File: config.mk
export PLATFORM = sky130hd
export DESIGN_NAME = serial_rx16
export DESIGN_NICKNAME = d
export VERILOG_FILES = /design/src/rtl/serial_rx_pkg.sv /design/src/rtl/line_sync.sv /design/src/rtl/os_tick_gen.sv /design/src/rtl/mid_bit_voter.sv /design/src/rtl/serial_rx16.sv
export SDC_FILE = /design/constraint.sdc
export NUM_CORES = 1
export LEC_CHECK = 0
export BUFFER_PORTS_ARGS = -buffer_cell sky130_fd_sc_hd__buf_2
export CELL_PAD_IN_SITES_DETAIL_PLACEMENT = 1
export CELL_PAD_IN_SITES_GLOBAL_PLACEMENT = 1
export CORE_ASPECT_RATIO = 1.25
export CORE_MARGIN = 5
export CORE_UTILIZATION = 48
export CTS_CLUSTER_DIAMETER = 50
export DETAILED_ROUTE_END_ITERATION = 8
export MAX_ROUTING_LAYER = met4
export PLACE_DENSITY = 0.94
export REMOVE_ABC_BUFFERS = 1
export SYNTH_ARGS = -nofsm -noshare
export SYNTH_HDL_FRONTEND = slang
export SYNTH_SLANG_ARGS = --single-unit
File: constraint.sdc
create_clock -name clk -period 6.5 [get_ports clk]
set_clock_uncertainty 0.15 [all_clocks]
set_input_delay 0.975 -clock clk [delete_from_list [all_inputs] [get_ports clk]]
set_output_delay 0.975 -clock clk [all_outputs]
set_load 0.05 [all_outputs]
File: src/rtl/serial_rx_pkg.sv
// Shared definitions for the oversampling serial receiver.
// Assumes: one character = start bit, DATA_BITS data bits, stop level.
package serial_rx_pkg;
    localparam int OS_RATE    = 16;  // oversample points per bit
    localparam int MAJ_FIRST  = 7;   // first oversample point used for the vote
    localparam int DATA_BITS  = 8;

    typedef enum logic [1:0] {
        RX_IDLE  = 2'd0,
        RX_START = 2'd1,
        RX_DATA  = 2'd2,
        RX_STOP  = 2'd3
    } rx_state_e;
endpackage

File: src/rtl/line_sync.sv
// Two-flop synchronizer for the asynchronous serial input.
// Assumes: the line idles high, so the flops reset to 1.
module line_sync (
    input  logic clk,
    input  logic rst_n,
    input  logic async_in,
    output logic sync_out
);
    logic meta_q;
    logic stable_q;

    // Capture the raw line, then re-register it to settle metastability.
    always_ff @(posedge clk) begin
        if (!rst_n) begin
            meta_q   <= 1'b1;
            stable_q <= 1'b1;
        end else begin
            meta_q   <= async_in;
            stable_q <= meta_q;
        end
    end

    assign sync_out = stable_q;
endmodule

File: src/rtl/os_tick_gen.sv
// Produces OS_RATE evenly spread ticks per bit period of (div+1) clocks.
// It adds OS_RATE to a phase accumulator every clock and wraps at the period.
// Assumes: div+1 >= OS_RATE, so at most one tick falls in any clock.
module os_tick_gen #(
    parameter int DIV_W = 16,
    parameter int RATE  = 16
) (
    input  logic             clk,
    input  logic             rst_n,
    input  logic             clear,
    input  logic [DIV_W-1:0] div,
    output logic             tick
);
    localparam int AW = DIV_W + 1;

    logic [AW-1:0] acc_q;
    logic [AW-1:0] period;
    logic [AW-1:0] sum;

    // Bit period in clocks and the next phase value.
    always_comb begin
        period = {1'b0, div} + AW'(1);
        sum    = acc_q + AW'(RATE);
        tick   = !clear && (sum >= period);
    end

    // Advance the phase; wrap by one period on each tick.
    always_ff @(posedge clk) begin
        if (!rst_n || clear) begin
            acc_q <= '0;
        end else if (tick) begin
            acc_q <= sum - period;
        end else begin
            acc_q <= sum;
        end
    end

    AST_PHASE_BELOW_PERIOD: assert property (@(posedge clk) disable iff (!rst_n)
        (!clear && $stable(div) && acc_q < period) |=> (acc_q < period));
endmodule

File: src/rtl/mid_bit_voter.sv
// Stores three line samples at consecutive oversample points and votes.
// Assumes: tick_idx counts 0..RATE-1 across a bit; the vote is read at bit end.
module mid_bit_voter #(
    parameter int TW    = 4,
    parameter int FIRST = 7
) (
    input  logic          clk,
    input  logic          rst_n,
    input  logic          tick,
    input  logic [TW-1:0] tick_idx,
    input  logic          line,
    output logic          vote
);
    logic [2:0] smp_q;

    for (genvar g = 0; g < 3; g++) begin : g_smp
        // Capture the line at oversample point FIRST+g.
        always_ff @(posedge clk) begin
            if (!rst_n) begin
                smp_q[g] <= 1'b1;
            end else if (tick && tick_idx == TW'(FIRST + g)) begin
                smp_q[g] <= line;
            end
        end
    end

    // Two of three decide the bit value.
    always_comb begin
        vote = (smp_q[0] & smp_q[1]) | (smp_q[0] & smp_q[2]) | (smp_q[1] & smp_q[2]);
    end

    AST_VOTE_MAJORITY: assert property (@(posedge clk) disable iff (!rst_n)
        ($countones(smp_q) >= 2) |-> vote);
endmodule

File: src/rtl/serial_rx16.sv
// Serial character receiver with 16x oversampling and a 3-point mid-bit vote.
// Detects a low start bit, checks it at mid-bit, shifts in DATA_BITS bits
// least significant first and emits a one-cycle push with the byte. It then
// waits for a high line before looking for the next start.
// Assumes: bit_div >= 16 while enabled; bit_div changes only while idle.
module serial_rx16
    import serial_rx_pkg::*;
#(
    parameter int DIV_W = 16
) (
    input  logic                 clk,
    input  logic                 rst_n,
    input  logic                 rx_line,
    input  logic                 rx_enable,
    input  logic [DIV_W-1:0]     bit_div,
    output logic                 push_valid,
    output logic [DATA_BITS-1:0] push_data
);
    localparam int TW = $clog2(OS_RATE);
    localparam int BW = $clog2(DATA_BITS);

    rx_state_e            state_q;
    logic [TW-1:0]        tcnt_q;
    logic [BW-1:0]        bidx_q;
    logic [DATA_BITS-1:0] shreg_q;
    logic                 push_q;
    logic                 line_s;
    logic                 tick;
    logic                 vote;
    logic                 tick_clear;
    logic                 bit_end;

    line_sync u_sync (
        .clk      (clk),
        .rst_n    (rst_n),
        .async_in (rx_line),
        .sync_out (line_s)
    );

    // Phase is held at zero except while a character is being timed.
    always_comb begin
        tick_clear = !rx_enable || (state_q == RX_IDLE) || (state_q == RX_STOP);
        bit_end    = tick && (tcnt_q == TW'(OS_RATE - 1));
    end

    os_tick_gen #(.DIV_W(DIV_W), .RATE(OS_RATE)) u_tick (
        .clk   (clk),
        .rst_n (rst_n),
        .clear (tick_clear),
        .div   (bit_div),
        .tick  (tick)
    );

    mid_bit_voter #(.TW(TW), .FIRST(MAJ_FIRST)) u_vote (
        .clk      (clk),
        .rst_n    (rst_n),
        .tick     (tick),
        .tick_idx (tcnt_q),
        .line     (line_s),
        .vote     (vote)
    );

    // Character framing state machine with the data shift register.
    always_ff @(posedge clk) begin
        if (!rst_n) begin
            state_q <= RX_IDLE;
            tcnt_q  <= '0;
            bidx_q  <= '0;
            shreg_q <= '0;
            push_q  <= 1'b0;
        end else begin
            push_q <= 1'b0;
            if (!rx_enable) begin
                state_q <= RX_IDLE;
            end else begin
                unique case (state_q)
                    RX_IDLE: begin
                        if (!line_s) begin
                            state_q <= RX_START;
                            tcnt_q  <= '0;
                        end
                    end
                    RX_START: begin
                        if (tick) begin
                            tcnt_q <= tcnt_q + TW'(1);
                        end
                        if (bit_end) begin
                            if (!vote) begin
                                state_q <= RX_DATA;
                                bidx_q  <= '0;
                            end else begin
                                state_q <= RX_IDLE;
                            end
                        end
                    end
                    RX_DATA: begin
                        if (tick) begin
                            tcnt_q <= tcnt_q + TW'(1);
                        end
                        if (bit_end) begin
                            shreg_q <= {vote, shreg_q[DATA_BITS-1:1]};
                            bidx_q  <= bidx_q + BW'(1);
                            if (bidx_q == BW'(DATA_BITS - 1)) begin
                                push_q  <= 1'b1;
                                state_q <= RX_STOP;
                            end
                        end
                    end
                    RX_STOP: begin
                        if (line_s) begin
                            state_q <= RX_IDLE;
                        end
                    end
                    default: state_q <= RX_IDLE;
                endcase
            end
        end
    end

    assign push_valid = push_q;
    assign push_data  = shreg_q;

    AST_PUSH_ONE_CYCLE: assert property (@(posedge clk) disable iff (!rst_n)
        push_valid |=> !push_valid);
    AST_PUSH_AFTER_DATA: assert property (@(posedge clk) disable iff (!rst_n)
        push_valid |-> ($past(state_q) == RX_DATA));
    AST_OFF_NO_PUSH: assert property (@(posedge clk) disable iff (!rst_n)
        !rx_enable |=> !push_valid);
    AST_OFF_IDLE: assert property (@(posedge clk) disable iff (!rst_n)
        !rx_enable |=> (state_q == RX_IDLE));
    AST_STOP_REARM: assert property (@(posedge clk) disable iff (!rst_n)
        (state_q == RX_STOP && !line_s) |=> (state_q == RX_STOP || state_q == RX_IDLE));
    AST_DIV_MIN: assert property (@(posedge clk) disable iff (!rst_n)
        rx_enable |-> (bit_div >= DIV_W'(OS_RATE)));
    AST_GLITCH_IDLE: assert property (@(posedge clk) disable iff (!rst_n)
        (state_q == RX_START && bit_end && vote && rx_enable) |=> (state_q == RX_IDLE));
endmodule

[Yosys cells after proc, flatten, opt, wreduce, memory -nomap -nowiden]
Cells that the tools add are included.
Word-level totals
  register bits after elaboration: 40
  bits in latches: 0
  bits in writable memories: 0
  ROM bits: 0
  input port bits: 20
  output and inout port bits: 9
  word-level logic and storage cells: 74
  memories: 0
Operators by class
  $add $sub $neg: 5
  multiply operators: 0
  div/mod/pow operators: 0
  $lt $le $gt $ge: 1
  equality and inequality tests: 15
  shift-type cells: 0
  mux-type cells: 16
  bitwise gates (word level): 5
  reductions and logical operators: 21
Operators with widths (count)
  $add 16x1->17 const B: 1
  $add 17x5->17 const B: 1
  $ge 17x17->1: 1
  $mux 17: 1
  $sub 17x17->17: 1
  $eq 4x4->1 const B: 3
  $mux 2: 6
  $ne 2x2->1 const B: 5
  $reduce_and 5->1: 2
  $mux 3: 3
  $mux 4: 2
  $pmux 2 s4: 1
  $pmux 4 s2: 1
  $reduce_and 4->1: 2
  $pmux 3 s2: 1
  $logic_and 1x1->1: 5
  $add 4x1->4 const B: 1
  $eq 2x2->1 const B: 2
  $eq 4x3->1 const B: 1
  $ne 2x1->1 const B: 2
  $reduce_bool 2->1: 2
  $add 3x1->3 const B: 1
  $and 1x1->1: 3
  $eq 3x3->1 const B: 1
  9 further kinds: 14

[Logic depth before layout (Yosys ltp)]
Gate-level depths: netlist of run 1.
  depth after elaboration: 8
  depth in mapped cells: 16
  mapped depth without buffers: 14

[Hierarchy]
A second synthesis of run 1 with hierarchy kept.
Unflattened totals
  cell total of the unflattened synthesis: 348
  area total of the unflattened synthesis: 3080.5 µm²
Modules (own cells, without submodules)
  os_tick_gen: times used 1, cells an instance 235, area an instance 1950.6 µm², sequential area each 340.3 µm²
  serial_rx16: times used 1, cells an instance 94, area an instance 919.6 µm², sequential area each 360.3 µm²
  mid_bit_voter: times used 1, cells an instance 15, area an instance 157.7 µm², sequential area each 60.1 µm²
  line_sync: times used 1, cells an instance 4, area an instance 52.6 µm², sequential area each 40.0 µm²

[Worst setup path before layout of run 1]
Ideal clock, no wire load.
  path kind: input port to flip-flop
  start point: in bit_div[0]
  end point: reg state_q[0]
  library setup time: 0.129 ns
  arrival: 3.627 ns
  data required time: 6.221 ns
  setup slack: 2.594 ns
  cell stages on the path: 15
  buffers on the path: 2
  path through: ha_1 > and3_1 > clkbuf_1 > nand3_1 > xor2_1 > ha_1 > nand4_2 > nor4_2 > or3_1 > nor3_1 > or2_1 > buf_6 > a211o_1 > a211oi_1 > a311oi_1
Between the ends
  cells in the longest elaborated chain, start to end: 6
RTL lines
  start, declared: line serial_rx16.sv:15  | input logic [DIV_W-1:0] bit_div,
  $add 16x1->17 (*): line os_tick_gen.sv:22  | period = {1'b0, div} + AW'(1);
  $ge 17x17->1 (*): line os_tick_gen.sv:24  | tick = !clear && (sum >= period);
  $logic_and 1x1->1 (*): line os_tick_gen.sv:24
  $logic_and 1x1->1 (*): line serial_rx16.sv:43  | bit_end = tick && (tcnt_q == TW'(OS_RATE - 1));
  $ne 2x2->1 (no source line)
  $reduce_and 5->1 (no source line) (*)
  end signal, assigned: line serial_rx16.sv:66  | state_q <= RX_IDLE;
  end signal, assigned: line serial_rx16.sv:74  | state_q <= RX_IDLE;
  end signal, assigned: line serial_rx16.sv:79  | state_q <= RX_START;
  end, declared: line serial_rx16.sv:22  | rx_state_e state_q;
Every way passes the cells marked *; elsewhere a longest branch is shown, timed or not.
A chain may end at the register's enable or synchronous reset.

[Worst setup path in the final report of run 1]
  start point: in bit_div[0]
  end point: reg u_tick.acc_q[4]
Between the ends
  cells in the longest elaborated chain, start to end: 4
RTL lines
  $add 16x1->17 (*): line os_tick_gen.sv:22
  $ge 17x17->1: line os_tick_gen.sv:24
  $logic_and 1x1->1: line os_tick_gen.sv:24
  $mux 17 (*): line os_tick_gen.sv:31  | end else if (tick) begin
  end signal, assigned: line os_tick_gen.sv:32  | acc_q <= sum - period;
  end signal, assigned: line os_tick_gen.sv:34  | acc_q <= sum;
  end, declared: line os_tick_gen.sv:16  | logic [AW-1:0] acc_q;
Marked as above.

==> results of run 1 <==
==> area by class of cell <==
type / instances / area, um^2 / area share, %
flip-flops and latches: 40 / 801 / 24.3
repair buffers: 29 / 148 / 4.48
multi-input cells: 300 / 2050 / 62.3
well taps: 85 / 106 / 3.23
clock inverters: 1 / 30.0 / 0.911
clock buffers: 7 / 96.3 / 2.92
inverters: 16 / 60.1 / 1.82
==> synth_stat cells (all sizes together), types with 3 or more instances <==
master  number  area share (%)
nor2b       14             3.0
inv         16             2.0
o21ai       12             2.0
xnor2       19             5.6
and2         3            0.63
a211oi      12             3.0
dfxtp       40              27
nor2        26             3.4
nand2b       4            0.84
mux2i       14             4.7
ha          28              12
nor4         3            0.84
a21oi       23             4.0
clkbuf       6            0.76
a21boi       5             1.3
buf          4            0.89
nand2       42             5.3
nor3        10             1.7
xor2        20             5.9
and3         8             1.7
nand3       23             4.1
or2          3            0.63
a21o         7             1.8
==> kinds of logic (layout without fill, tap and decap cells) <==
family / after synthesis / in the layout / share of synthesized area (%)
buf+inv: 26 / 53 / 3.67
xor+xnor: 39 / 39 / 11.5
flops: 40 / 40 / 27.0
mux: 14 / 14 / 4.73
simple gates: 147 / 147 / 25.1
compound gates: 70 / 70 / 15.1
fa+ha+maj: 30 / 30 / 12.8
==> registers in the layout, summed over array words and instances (netlist names), named ones only <==
name	count
state_q	1
u_sync.meta_q	1
u_tick.acc_q	17
u_sync.sync_out	1
push_data	8
u_vote.smp_q	3
bidx_q	3
push_valid	1
tcnt_q	4
==> worst max path at each step <==
stage	startpoint	to	slack (ns)	depth (start not counted)
finish	bit_div[0]	u_tick.acc_q[4]	2.07	14
floorplan	bit_div[0]	push_data[0]	2.24	13
CTS	bit_div[0]	u_tick.acc_q[4]	2.06	14
global route	bit_div[0]	u_tick.acc_q[4]	1.70	14
global placement	bit_div[0]	u_tick.acc_q[4]	1.89	14
detailed placement	bit_div[0]	u_tick.acc_q[4]	1.77	14
==> power groups by stage <==
stage          Sequential, mW  Combinational (mW)  Clock, mW
4_1_cts                 0.247              0.0618      0.230
5_1_grt                 0.247              0.0686      0.240
6_report                0.247              0.0618      0.226
3_5_place_dp            0.252              0.0610          0
2_1_floorplan           0.252              0.0400          0
3_3_place_gp            0.252              0.0580          0
==> routing by layer <==
layer	vias to the layer above	GRT usage, %
li1	1332	-
met1	1342	22.9
met2	51	40.9
met3	13	2.86
met4	0	8.97
met5	-	-
==> layout by cell type (no fill, tap or decap), types with 2 or more instances in the layout <==
| cell | count |
|---|---|
| a211oi_1 | 12 |
| a21boi_0 | 4 |
| a21o_1 | 7 |
| a21oi_1 | 22 |
| a311oi_1 | 2 |
| and2_1 | 3 |
| and3_1 | 8 |
| and4_1 | 2 |
| buf_2 | 28 |
| clkbuf_8 | 7 |
| dfxtp_1 | 40 |
| ha_1 | 28 |
| inv_1 | 16 |
| mux2i_1 | 14 |
| nand2_1 | 42 |
| nand2b_1 | 4 |
| nand3_1 | 22 |
| nand4b_1 | 2 |
| nor2_1 | 25 |
| nor2b_1 | 14 |
| nor3_1 | 10 |
| nor4_1 | 2 |
| o21ai_0 | 12 |
| o21bai_1 | 2 |
| o221ai_1 | 2 |
| or2_2 | 2 |
| or3_1 | 2 |
| xnor2_1 | 19 |
| xor2_1 | 20 |
==> run metrics, run 1 <==
Hold Crit Start u_sync.meta_q; crit path buf inv count 1; final core utilization 54.2%; largest net degree at the start of global routing 27; final setup margin 2.07 ns; dominant synthesized flop cell dfxtp_1; Max Buffers Root-to-Sink 2; Async S/R FF share, synth 0%; EDFF count, synth 0; Startpoint Class input port; drc violations 0; total power 534 uW; Initial DRT Pass Iterations 4; switching share of power 23.8%; final slew viol count 0; I/O Pins 29; H-Tree Depth 2; hold slack 0.305 ns; Cell Chain, Critical Path buf_2, ha_1, and3_1, nand3_1, xor2_1, ha_1, a21oi_1, o21ai_0, and2b_1, nor3_1, nand2b_1, a21oi_1, nor2_1, a211oi_1; Site Rows 32; part of the cycle the worst path needs 68.1%; Synth Instances 366; Met1 Wirelength 3250 um; GRT overflow 0; die width 80.3 um; worst hold path endpoint u_sync.sync_out; CTS tree yes; RR Startpoint u_tick.acc_q[4]; WL/cell 16.5 um; DIE HEIGHT 97.9 um; Min-Delay Path Depth 1; Crit Path Max Fanout 11; Clock Tree Root clkbuf_8; RSZ-0062 raised after global routing no; arrival time of the worst setup path 4.48 ns; Min-Delay Path Class flip-flop to flip-flop; P_sw 127 uW; final std cells w/o fill 478; ant diodes 0; clock network fraction of total power 42.3%; ANT nets after route 0; setup_tns 0 ns; met3 routed WL 168 um; routed wl met2 4310 um; path depth of the worst reg2reg path 13; via count 2738; Final nets 441; mapped cell area 2960 um^2; Layout Area Growth over Synthesis 11.2%; Fin. Hold Viols 0; RePlAce Congestion 0.900; status completed; share of the yosys chip area belonging to registers 27.0%; Reg2Reg Setup Slack 2.41 ns; headroom to the max-slew limit 44.5%; initial antenna violation count 0; pre-CTS setup slack 1.77 ns; Top Metal Used met4; maxcap violations 0; family with the most delay on the worst path compound AO/OA/AOI/OAI gates; CP max stage delay 0.66 ns; die area 7860 um^2; Fillers 780; Internal 407 uW; library cells used by synthesis 48; CTS Buf Count 5; Finish-stage setup viols 0; Synthesis Warnings 0; Yosys reg bits 40; Max Freq 226 MHz; Synth Area per Inst 8.10 um^2; R2R Path End u_tick.acc_q[4]; Slew @ Worst Pin 0.832 ns; Skew-Pair Late Insertion Delay 0.30 ns; maximum vdd drop 0.0709 mV; critical path required time 6.55 ns; critical-path cell with the highest stage delay a21oi_1; Initial Util 48.7%; Lkg Pwr 1.37 nW; sequential fraction of design power 46.2%; # clock sinks 40; core area 6090 um^2; vias per cell 5.73; first-pass GRT wire length 13600 um; IO Port Bufs 28; Power Dens Cells 162 nW/um^2; layout cells sized above 1 11.5%; Clock transition at path regs 0.08 ns; Setup Buffers After CTS 0; power share of the combinational group 11.6%; vias in the first global route 2981; Post-CTS Resized 0; Post-DP HPWL 6150 um; Total GRT Usage 22.1%; CP Capture Type flip-flop; drt initial violations 90; Design Area, Final 3300 um^2; critical path class input port to flip-flop; Tmin final 4.43 ns; placed cell area 3170 um^2; cell total after placement 470; Post-Route WL 7900 um; CTS Hold Buffers Added 0
Note: power is estimated with default switching activity, not from simulation.
==> inputs of run 2 (changes only) <==
--- a/config.mk
+++ b/config.mk
@@ -10,11 +10,11 @@
 export CELL_PAD_IN_SITES_GLOBAL_PLACEMENT = 1
 export CORE_ASPECT_RATIO = 1.25
 export CORE_MARGIN = 5
-export CORE_UTILIZATION = 48
+export CORE_UTILIZATION = 40
 export CTS_CLUSTER_DIAMETER = 50
 export DETAILED_ROUTE_END_ITERATION = 8
 export MAX_ROUTING_LAYER = met4
-export PLACE_DENSITY = 0.94
+export PLACE_DENSITY = 0.85
 export REMOVE_ABC_BUFFERS = 1
 export SYNTH_ARGS = -nofsm -noshare
 export SYNTH_HDL_FRONTEND = slang
==> constraint.sdc (replaced) <==
create_clock -name clk -period 3.67 [get_ports clk]
set_clock_uncertainty 0.15 [all_clocks]
set_input_delay 0.5505 -clock clk [delete_from_list [all_inputs] [get_ports clk]]
set_output_delay 0.5505 -clock clk [all_outputs]
set_load 0.05 [all_outputs]
==> run 2 against run 1 <==
Count of clock-buffer cells in the layout is 1 lower. Die area rose by 18%. Sequential share of layout area fell by 1.5 points. Hold slack lost 0.031 ns. Via count is 0.77% higher. Clock power increased by 58%. Sequential power up 77%. Non-clock buffer count is 20 higher. Core utilization shrank 6.2 points. Wire length rose by 0.46%. Global-route usage is 3.9 points lower.
==> run metrics, run 2 (synthesis gave the netlist of run 1 again) <==
core area 7310 um^2; Initial DRT Pass Iterations 4; Min-Delay Path Class flip-flop to flip-flop; die area 9240 um^2; Max Freq 284 MHz; Crit Path Max Fanout 5; vias per cell 5.46; most frequent cells in the layout 42 x nand2_1, 40 x dfxtp_1, 28 x buf_2, 26 x ha_1, 24 x nor2_1; CTS tree yes; drt initial violations 43; critical path depth 13; Clock Tree Root clkbuf_8; sequential fraction of design power 47.7%; Setup Buffers After CTS 0; Final nets 461; CP Capture Type flip-flop; crit path buf inv count 0; die width 87.0 um; Fin. Hold Viols 0; ANT nets after route 0; Post-Route WL 7940 um; Tmin final 3.52 ns; Clock transition at path regs 0.08 ns; final setup margin 0.148 ns; Cell Chain, Critical Path ha_1, nand3_1, nor2_4, xor2_1, ha_1, a21oi_1, o21ai_0, or3_1, nor3_2, or2_4, a211o_1, a211oi_1, a311oi_1; Total GRT Usage 18.2%; P_sw 224 uW; commonest non-fill, non-tap cell in the layout nand2_1; CTS Buf Count 5; initial antenna violation count 0; Max Buffers Root-to-Sink 2; power share of the combinational group 13.3%; final slew viol count 0; RePlAce Congestion 0.816; critical-path cell with the highest stage delay or3_1; placed cell area 3340 um^2; Skew-Pair Late Insertion Delay 0.30 ns; Min-Delay Path Depth 1; max FFs per register 17; headroom to the max-slew limit 54.2%; layout cells sized above 1 17.2%; via count 2759; arrival time of the worst setup path 3.56 ns; path depth of the worst reg2reg path 13; status completed; GRT overflow 0; cell mode on critical path ha_1; RSZ-0062 raised after global routing yes; Initial Util 40.5%; family with the most delay on the worst path simple AND/OR/NAND/NOR gates; maximum vdd drop 0.254 mV; drc violations 0; critical path class flip-flop to flip-flop; total power 914 uW; vias in the first global route 2985; Post-DP HPWL 6410 um; Startpoint Class flip-flop; maxcap violations 0; clock network fraction of total power 39.0%; WL/cell 15.7 um; Finish-stage setup viols 0; # clock sinks 40; Power Dens Cells 261 nW/um^2; Internal 691 uW; part of the cycle the worst path needs 96.0%; DIE HEIGHT 106 um; Site Rows 35; H-Tree Depth 2; first-pass GRT wire length 13300 um; Design Area, Final 3510 um^2; pre-CTS setup slack -0.153 ns; Slew @ Worst Pin 0.686 ns; CP max stage delay 0.40 ns; switching share of power 24.5%; Lkg Pwr 1.48 nW; critical path required time 3.71 ns; I/O Pins 29; Layout Area Growth over Synthesis 18.4%; ant diodes 0; Biggest register u_tick.acc_q; largest net degree at the start of global routing 24; IO Port Bufs 28; hold slack 0.274 ns; Fillers 904
==> run 2: final cells by class <==
class | count | area (um^2) | share of cell area, %
multi-input combinational | 300 | 2110 | 60.2
clock buffer | 6 | 72.6 | 2.07
timing repair buffer | 49 | 314 | 8.95
tap | 92 | 115 | 3.28
clock inverter | 2 | 35.0 | 0.998
sequential | 40 | 801 | 22.8
inverter | 16 | 60.1 | 1.71
==> run 2: repair_timing <==
action / in CTS / in global routing
endpoints found under the setup margin: 25 / 30
pin swaps: 0 / 3
hold buffers: 0 / 0
resized for setup: 2 / 11
==> run 2: worst reg2reg max path, delay by kind of cell, from the launching register on <==
| kind | cells | cell delay [ns] |
|---|---|---|
| DFF | 1 | 0.38 |
| xor gates and xnor gates | 1 | 0.25 |
| and+or+nand+nor | 5 | 1.19 |
| adders and majority gates | 2 | 0.56 |
| AOI/OAI and AO/OA | 5 | 0.88 |
==> run 2: stage by stage <==
step / std cells / TNS [ns] / utilization [%]
final: 505 / 0 / 48.0
after global routing: 505 / -1.03 / 48.0
after CTS: 505 / 0 / 47.3
after detailed placement: 497 / -1.86 / 45.7
after global placement: 497 / -0.00181 / 45.7
after floorplan: 356 / -1.41 / -
==> run 2: path summary, 6_finish.rpt <==
path	end	slack, ns	startpoint
max reg2reg	state_q[0]	0.15	u_tick.acc_q[5]
max	state_q[0]	0.15	u_tick.acc_q[5]
min reg2reg	u_sync.sync_out	0.27	u_sync.meta_q
min	u_sync.sync_out	0.27	u_sync.meta_q
==> run 2: power by group through the flow <==
stage                     sequential, mW  combinational [mW]  clock [mW]
after detailed placement           0.447               0.118           0
after global placement             0.447               0.112           0
after global routing               0.437               0.135       0.381
final                              0.436               0.121       0.356
after CTS                          0.436               0.119       0.361
after floorplan                    0.446              0.0708           0
==> run 2: metal layers <==
| layer | up-vias | routed length [um] | track usage, % |
|---|---|---|---|
| li1 | 1374 | - | - |
| met1 | 1314 | 3060 | 18.7 |
| met2 | 53 | 4420 | 35.5 |
| met3 | 18 | 240 | 1.86 |
| met4 | 0 | 212 | 4.90 |
| met5 | - | 0 | - |
